<file path="config.mk">
export PLATFORM = sky130hd
export DESIGN_NAME = pwm_cmp_stage
export DESIGN_NICKNAME = d
export VERILOG_FILES = /design/src/rtl/pwm_cmp_pkg.sv /design/src/rtl/cmp_shadow.sv /design/src/rtl/cmp_active.sv /design/src/rtl/cmp_match.sv /design/src/rtl/pwm_cmp_stage.sv
export SDC_FILE = /design/constraint.sdc
export NUM_CORES = 1
export LEC_CHECK = 0
export CORE_UTILIZATION = 23
export DETAILED_ROUTE_END_ITERATION = 8
export SKIP_CTS_REPAIR_TIMING = 1
export SYNTH_ARGS = -nofsm -noshare
export SYNTH_HDL_FRONTEND = slang
export SYNTH_SLANG_ARGS = --single-unit
</file>
<file path="constraint.sdc">
create_clock -name clk -period 2.1 [get_ports clk]
set_input_delay 0.42 -clock clk [delete_from_list [all_inputs] [get_ports clk]]
set_output_delay 0.42 -clock clk [all_outputs]
set_load 0.01 [all_outputs]
</file>
<file path="src/rtl/pwm_cmp_pkg.sv">
package pwm_cmp_pkg;
  localparam int CMP_W_DEF = 16;
  localparam int REG_W_DEF = 32;

  typedef enum logic {
    UPD_NEXT_ZERO = 1'b0,
    UPD_ON_REQUEST = 1'b1
  } upd_mode_e;
endpackage

</file>
<file path="src/rtl/cmp_shadow.sv">
module cmp_shadow #(
  parameter int CW = 16
) (
  input  logic          clk,
  input  logic          rst_n,
  input  logic          wr_en,
  input  logic [CW-1:0] wr_val,
  input  logic          cnt_zero,
  input  logic          sync_mode,
  input  logic          sync_req,
  output logic [CW-1:0] shadow_q,
  output logic          pend_q,
  output logic          arm_q,
  output logic          commit
);
  import pwm_cmp_pkg::*;

  upd_mode_e mode;
  logic      gate_ok;

  assign mode    = upd_mode_e'(sync_mode);
  assign gate_ok = (mode == UPD_NEXT_ZERO) || arm_q;
  assign commit  = cnt_zero && pend_q && gate_ok;

  always_ff @(posedge clk) begin
    if (!rst_n) begin
      shadow_q <= '0;
      pend_q   <= 1'b0;
      arm_q    <= 1'b0;
    end else begin
      if (wr_en) shadow_q <= wr_val;

      if (wr_en)       pend_q <= 1'b1;
      else if (commit) pend_q <= 1'b0;

      if (commit)                         arm_q <= 1'b0;
      else if (sync_req && (pend_q || wr_en)) arm_q <= 1'b1;
    end
  end
endmodule

</file>
<file path="src/rtl/cmp_active.sv">
module cmp_active #(
  parameter int CW = 16
) (
  input  logic          clk,
  input  logic          rst_n,
  input  logic          commit,
  input  logic [CW-1:0] shadow,
  output logic [CW-1:0] act_q
);
  always_ff @(posedge clk) begin
    if (!rst_n)      act_q <= '0;
    else if (commit) act_q <= shadow;
  end
endmodule

</file>
<file path="src/rtl/cmp_match.sv">
module cmp_match #(
  parameter int CW = 16
) (
  input  logic          clk,
  input  logic          rst_n,
  input  logic [CW-1:0] cnt,
  input  logic [CW-1:0] act,
  input  logic [CW-1:0] load_val,
  output logic          match_q
);
  logic in_range;
  logic equal;

  assign in_range = (act <= load_val);
  assign equal    = (cnt == act);

  always_ff @(posedge clk) begin
    if (!rst_n) match_q <= 1'b0;
    else        match_q <= equal && in_range;
  end
endmodule

</file>
<file path="src/rtl/pwm_cmp_stage.sv">
module pwm_cmp_stage #(
  parameter int CMP_W = pwm_cmp_pkg::CMP_W_DEF,
  parameter int REG_W = pwm_cmp_pkg::REG_W_DEF
) (
  input  logic             clk,
  input  logic             rst_n,
  input  logic             wr_en,
  input  logic [REG_W-1:0] wr_data,
  output logic [REG_W-1:0] rd_data,
  input  logic [CMP_W-1:0] cnt,
  input  logic             cnt_zero,
  input  logic [CMP_W-1:0] load_val,
  input  logic             sync_mode,
  input  logic             sync_req,
  output logic             match
);
  localparam int PAD_W = REG_W - CMP_W;

  logic [CMP_W-1:0] shadow_q;
  logic [CMP_W-1:0] act_q;
  logic             pend_q;
  logic             arm_q;
  logic             commit;

  cmp_shadow #(.CW(CMP_W)) u_shadow (
    .clk       (clk),
    .rst_n     (rst_n),
    .wr_en     (wr_en),
    .wr_val    (wr_data[CMP_W-1:0]),
    .cnt_zero  (cnt_zero),
    .sync_mode (sync_mode),
    .sync_req  (sync_req),
    .shadow_q  (shadow_q),
    .pend_q    (pend_q),
    .arm_q     (arm_q),
    .commit    (commit)
  );

  cmp_active #(.CW(CMP_W)) u_active (
    .clk    (clk),
    .rst_n  (rst_n),
    .commit (commit),
    .shadow (shadow_q),
    .act_q  (act_q)
  );

  cmp_match #(.CW(CMP_W)) u_match (
    .clk      (clk),
    .rst_n    (rst_n),
    .cnt      (cnt),
    .act      (act_q),
    .load_val (load_val),
    .match_q  (match)
  );

  generate
    if (PAD_W > 0) begin : g_pad
      assign rd_data = {{PAD_W{1'b0}}, shadow_q};
    end else begin : g_nopad
      assign rd_data = shadow_q[REG_W-1:0];
    end
  endgenerate
endmodule

</file>
* Word-level counts from Yosys, hierarchy flattened
Cells that the tools add are included.
** Cells by class
- Muxes and demuxes :: 2
- Bitwise operators :: 2
- Equality and inequality tests :: 1
- Reductions and logical operators :: 8
- $lt $le $gt $ge :: 1
** Operator list (count)
- equality test 16 bit :: 1
- <= comparator 16 bit :: 1
- logical AND 1 bit :: 4
- logical OR 1 bit :: 2
- two-way mux 1 bit :: 2
- NOT 1 bit :: 2
- nonzero test 2 bit :: 1
- OR reduction 2 bit :: 1
** Storage, ports and cells
- Logic and storage cells :: 19
- Input bits :: 70
- Register bits :: 35
- Output and inout port bits :: 33

* Longest topological paths before layout
- Word-level depth :: 5
- Gate-level depth with buffers :: 7

* Cells and area by module
From an unflattened synthesis, not the netlist that was laid out.
** Second synthesis, totals
- Cell total of the unflattened synthesis :: 207
- Area, all modules :: 1988.2 um^2
** Modules (own cells, without submodules)
- cmp_shadow :: sequential area each 360.3 um^2, cells each 62, instances 1, area each 658.1 um^2
- cmp_active :: sequential area each 320.3 um^2, cells each 51, instances 1, area each 615.6 um^2
- cmp_match :: sequential area each 20.0 um^2, cells each 77, instances 1, area each 590.6 um^2
- pwm_cmp_stage :: sequential area each 0.0 um^2, cells each 17, instances 1, area each 123.9 um^2

* Least setup slack after synthesis
No wires, ideal clock.
- Path type :: input -> register
- Start :: input port load_val[1]
- End :: register u_match.match_q
- Data required time :: 2.030 ns
- Stages on the path :: 7
- Library setup time :: 0.070 ns
- Arrival :: 1.644 ns
- Setup slack :: 0.387 ns
- Cells stage by stage :: inv_1 > ha_1 > nor2b_1 > o211ai_1 > a2111oi_1 > or4b_1 > a21oi_1
** Between the ends
- Longest elaborated chain between the ends :: 2
** RTL lines
- start: declaration :: RTL line pwm_cmp_stage.sv:12 : input logic [CMP_W-1:0] load_val,
- <= comparator 16 bit :: RTL line cmp_match.sv:14 : assign in_range = (act <= load_val);
- logical AND 1 bit :: RTL line cmp_match.sv:19 : else match_q <= equal && in_range;
- end signal: assignment :: RTL line cmp_match.sv:19
- end: declaration :: RTL line cmp_match.sv:9 : output logic match_q
No other way between the ends.
A chain may end at the register's enable or synchronous reset.

* Final worst setup path
- Start :: input port load_val[14]
- End :: register u_match.match_q
Same word-level chain as after synthesis.

==> results.md <==
* RSZ-0062 raised after global routing: false
* Sequential cell area in the final layout at 701 µm²
* Overall die width at 95.2 µm
* Setup total negative slack at 0 ns
* Mean routed wirelength per cell at 12.1 µm
* Biggest fanout along the worst timing path at 3
* Post-Synthesis Cell Area at 2000 µm²
* Wire length reported by the detailed router at 4690 µm
* Number of enable flip-flop cells after synthesis at 0
* Placed wire-length estimate after detailed placement at 3740 µm
* Total setup violations reported at the end of the flow at 0
* Critical path class: in -> reg
* Largest voltage drop on the vdd net at 0.322 mV
* Placed Cells at 379
* Number of antenna-violating nets in the routed design at 0
* Total design power at 1.73 mW
* Crit. End Element: flop
* Dominant cell by count in the synthesized netlist: dfxtp_1
* Synthesis warning total at 0
* Peak Freq at 501 MHz
* FILL cells at 859
* Total of max-cap violations at 0
* Clock buffer depth at 2
* Result of the run: finished clean
* Vias after detailed routing at 1,564
* Number of placement rows at 33
* Top cells by area, synth: dfxtp_1 (35%), mux2i_1 (16%), nor2b_1 (11%), ha_1 (10%), xnor2_1 (7.0%)
* Critical path arrival at 2.22 ns
* Power density relative to cell area at 591 nW/µm²
* Pre-Repair DR Iteration Count at 4
* Cells after Synth at 208
* Yosys top cell area share at 35.0%
* Endpoint required time on the critical path at 2.32 ns
* Floorplan die height at 95.2 µm
* Core Box Area at 8300 µm²
* Count of nets after finishing at 367
* Clock tree sinks at 35
* Post-route insts no fill at 387
* Area growth from synthesis to layout at 46.7%
* Pre-CTS setup slack at -0.258 ns
* Share of post-route cells with drive strength above 1 at 5.67%
* Initial core utilization at 24.1%
* Worst clock skew on the final layout at 0.00629 ns
* Congestion Overflow GR at 0
* I/O pin cnt at 103
* Synth unique cells at 22
* Worst min-delay path class: reg -> reg
* CTS H-tree depth at 2
* Cell type with the largest total area after synthesis: dfxtp_1
* Largest net degree at the start of global routing at 36
* FF+latch count, synth at 35
* Minimum setup slack in the final design at 0.105 ns
* Area taken by multi-input logic gates at 1160 µm²
* Register area share after synthesis at 35.0%
* Residual DRC count at 0
* Most used flip-flop cell after synthesis: dfxtp_1
* Time the final worst path needs with I/O delays and setup at 2.00 ns
* Total Routing Usage GR at 10.3%
* TritonCTS clock tree: yes
* Die outline area at 9070 µm²
* Clock-pin slew of the registers on the worst-case setup and hold paths at 0.07 ns
* Top cell types by occurrence after synthesis: dfxtp_1 (35), nor2b_1 (34), mux2i_1 (32), buf_4 (18), inv_1 (18)
* Clock tree root buffer cell: clkbuf_8
* Diodes inserted at 0
* Number of antenna violations at the first check in global routing at 0
* Number of DRC markers in iteration 0 at 24
* Fraction of registers with async set/reset at 0%
* Routability-driven placement congestion ratio at 0.719
* Worst Hold Margin at 0.450 ns
* Wire length of the first global-routing pass at 7090 µm
* Leakage power summed over all cells at 1.31 nW
* Number of hold violations in the final report at 0
* Launching element type of the critical path: input port
* Vias in the first global route at 1,471
* Insertion delay to the later sink of the worst-skew pair at 0.28 ns
* Final clock period utilization by the worst path at 95.0%
* Number of buffers added on ports at 70
* Pins over their slew limit at 0
* Clock buffer count from CTS at 5
* Detail-routed via count per cell at 4.04
* Synthesized area divided by synthesized cell count at 9.61 µm²
## where the power goes
part	switching, mW	internal [mW]
clock	0.246	0.475
sequential	0.0220	0.690
combinational	0.113	0.188
## flip-flops by register name, summed over array words and instances (netlist names)
| name | flops |
|---|---|
| u_shadow.arm_q | 1 |
| u_shadow.shadow_q | 16 |
| u_match.match_q | 1 |
| u_active.act_q | 16 |
| u_shadow.pend_q | 1 |
## cell type report
cell class / count / share of cell area [%]
repair buffers: 74 / 25.4
clock inverters: 2 / 2.05
clock buffers: 6 / 2.47
inverters: 18 / 2.30
multi-input cells: 147 / 39.4
flip-flops and latches: 35 / 23.9
well taps: 105 / 4.48
## worst max-delay path, cell delays in order
cell and delay, ns:
clkdlybuf4s50_1 0.46, inv_1 0.05, ha_1 0.32, a21oi_1 0.16, nand2_1 0.06, a21oi_1 0.14, or4b_1 0.47, a21oi_2 0.14
## through the flow
| stage | utilization [%] | area, µm² |
|---|---|---|
| 2_1_floorplan | - | 2060 |
| 6_report | 35.4 | 2930 |
| 4_1_cts | 35.0 | 2910 |
| 5_1_grt | 35.4 | 2930 |
| 3_3_place_gp | 33.4 | 2770 |
| 3_5_place_dp | 33.4 | 2770 |
## path summary, 6_finish.rpt
check / startpoint / end / slack, ns / cells after the start
worst max-delay path: load_val[14] / u_match.match_q$_SDFF_PN0_ / 0.10 / 8
worst min-delay path: u_shadow.arm_q$_SDFFE_PP0P_ / u_shadow.arm_q$_SDFFE_PP0P_ / 0.45 / 2
worst max register to register: u_active.act_q[1]$_SDFFE_PN0P_ / u_match.match_q$_SDFF_PN0_ / 0.18 / 6
worst min register to register: u_shadow.arm_q$_SDFFE_PP0P_ / u_shadow.arm_q$_SDFFE_PP0P_ / 0.45 / 2
## cell families after synthesis
| family | share of synthesized area (%) |
|---|---|
| multiplexers | 16.0 |
| buffers and inverters | 11.2 |
| XOR/XNOR | 7.01 |
| adder cells (fa/ha/maj) | 10.0 |
| AND/OR/NAND/NOR | 15.6 |
| AO/OA/AOI/OAI | 4.88 |
| other | 0.188 |
| flip-flops | 35.0 |
## placed cells by master, fill, tap and decap left out, types with 3 or more instances in the layout
cell type	n
conb_1	16
clkbuf_8	5
nand3_1	5
clkdlybuf4s50_1	69
nor2b_1	34
xnor2_1	16
a21oi_1	7
mux2i_1	32
nand4_1	7
dfxtp_1	35
buf_4	3
inv_1	17
ha_1	15
## layer usage
metal	GRT usage [%]	vias to the layer above	routed length [µm]
met2	16.6	53	2180
met5	0	-	0
met1	13.2	695	2140
met4	3.03	0	26
met3	3.27	4	345
li1	-	812	-
(Power assumes the default switching activity.)
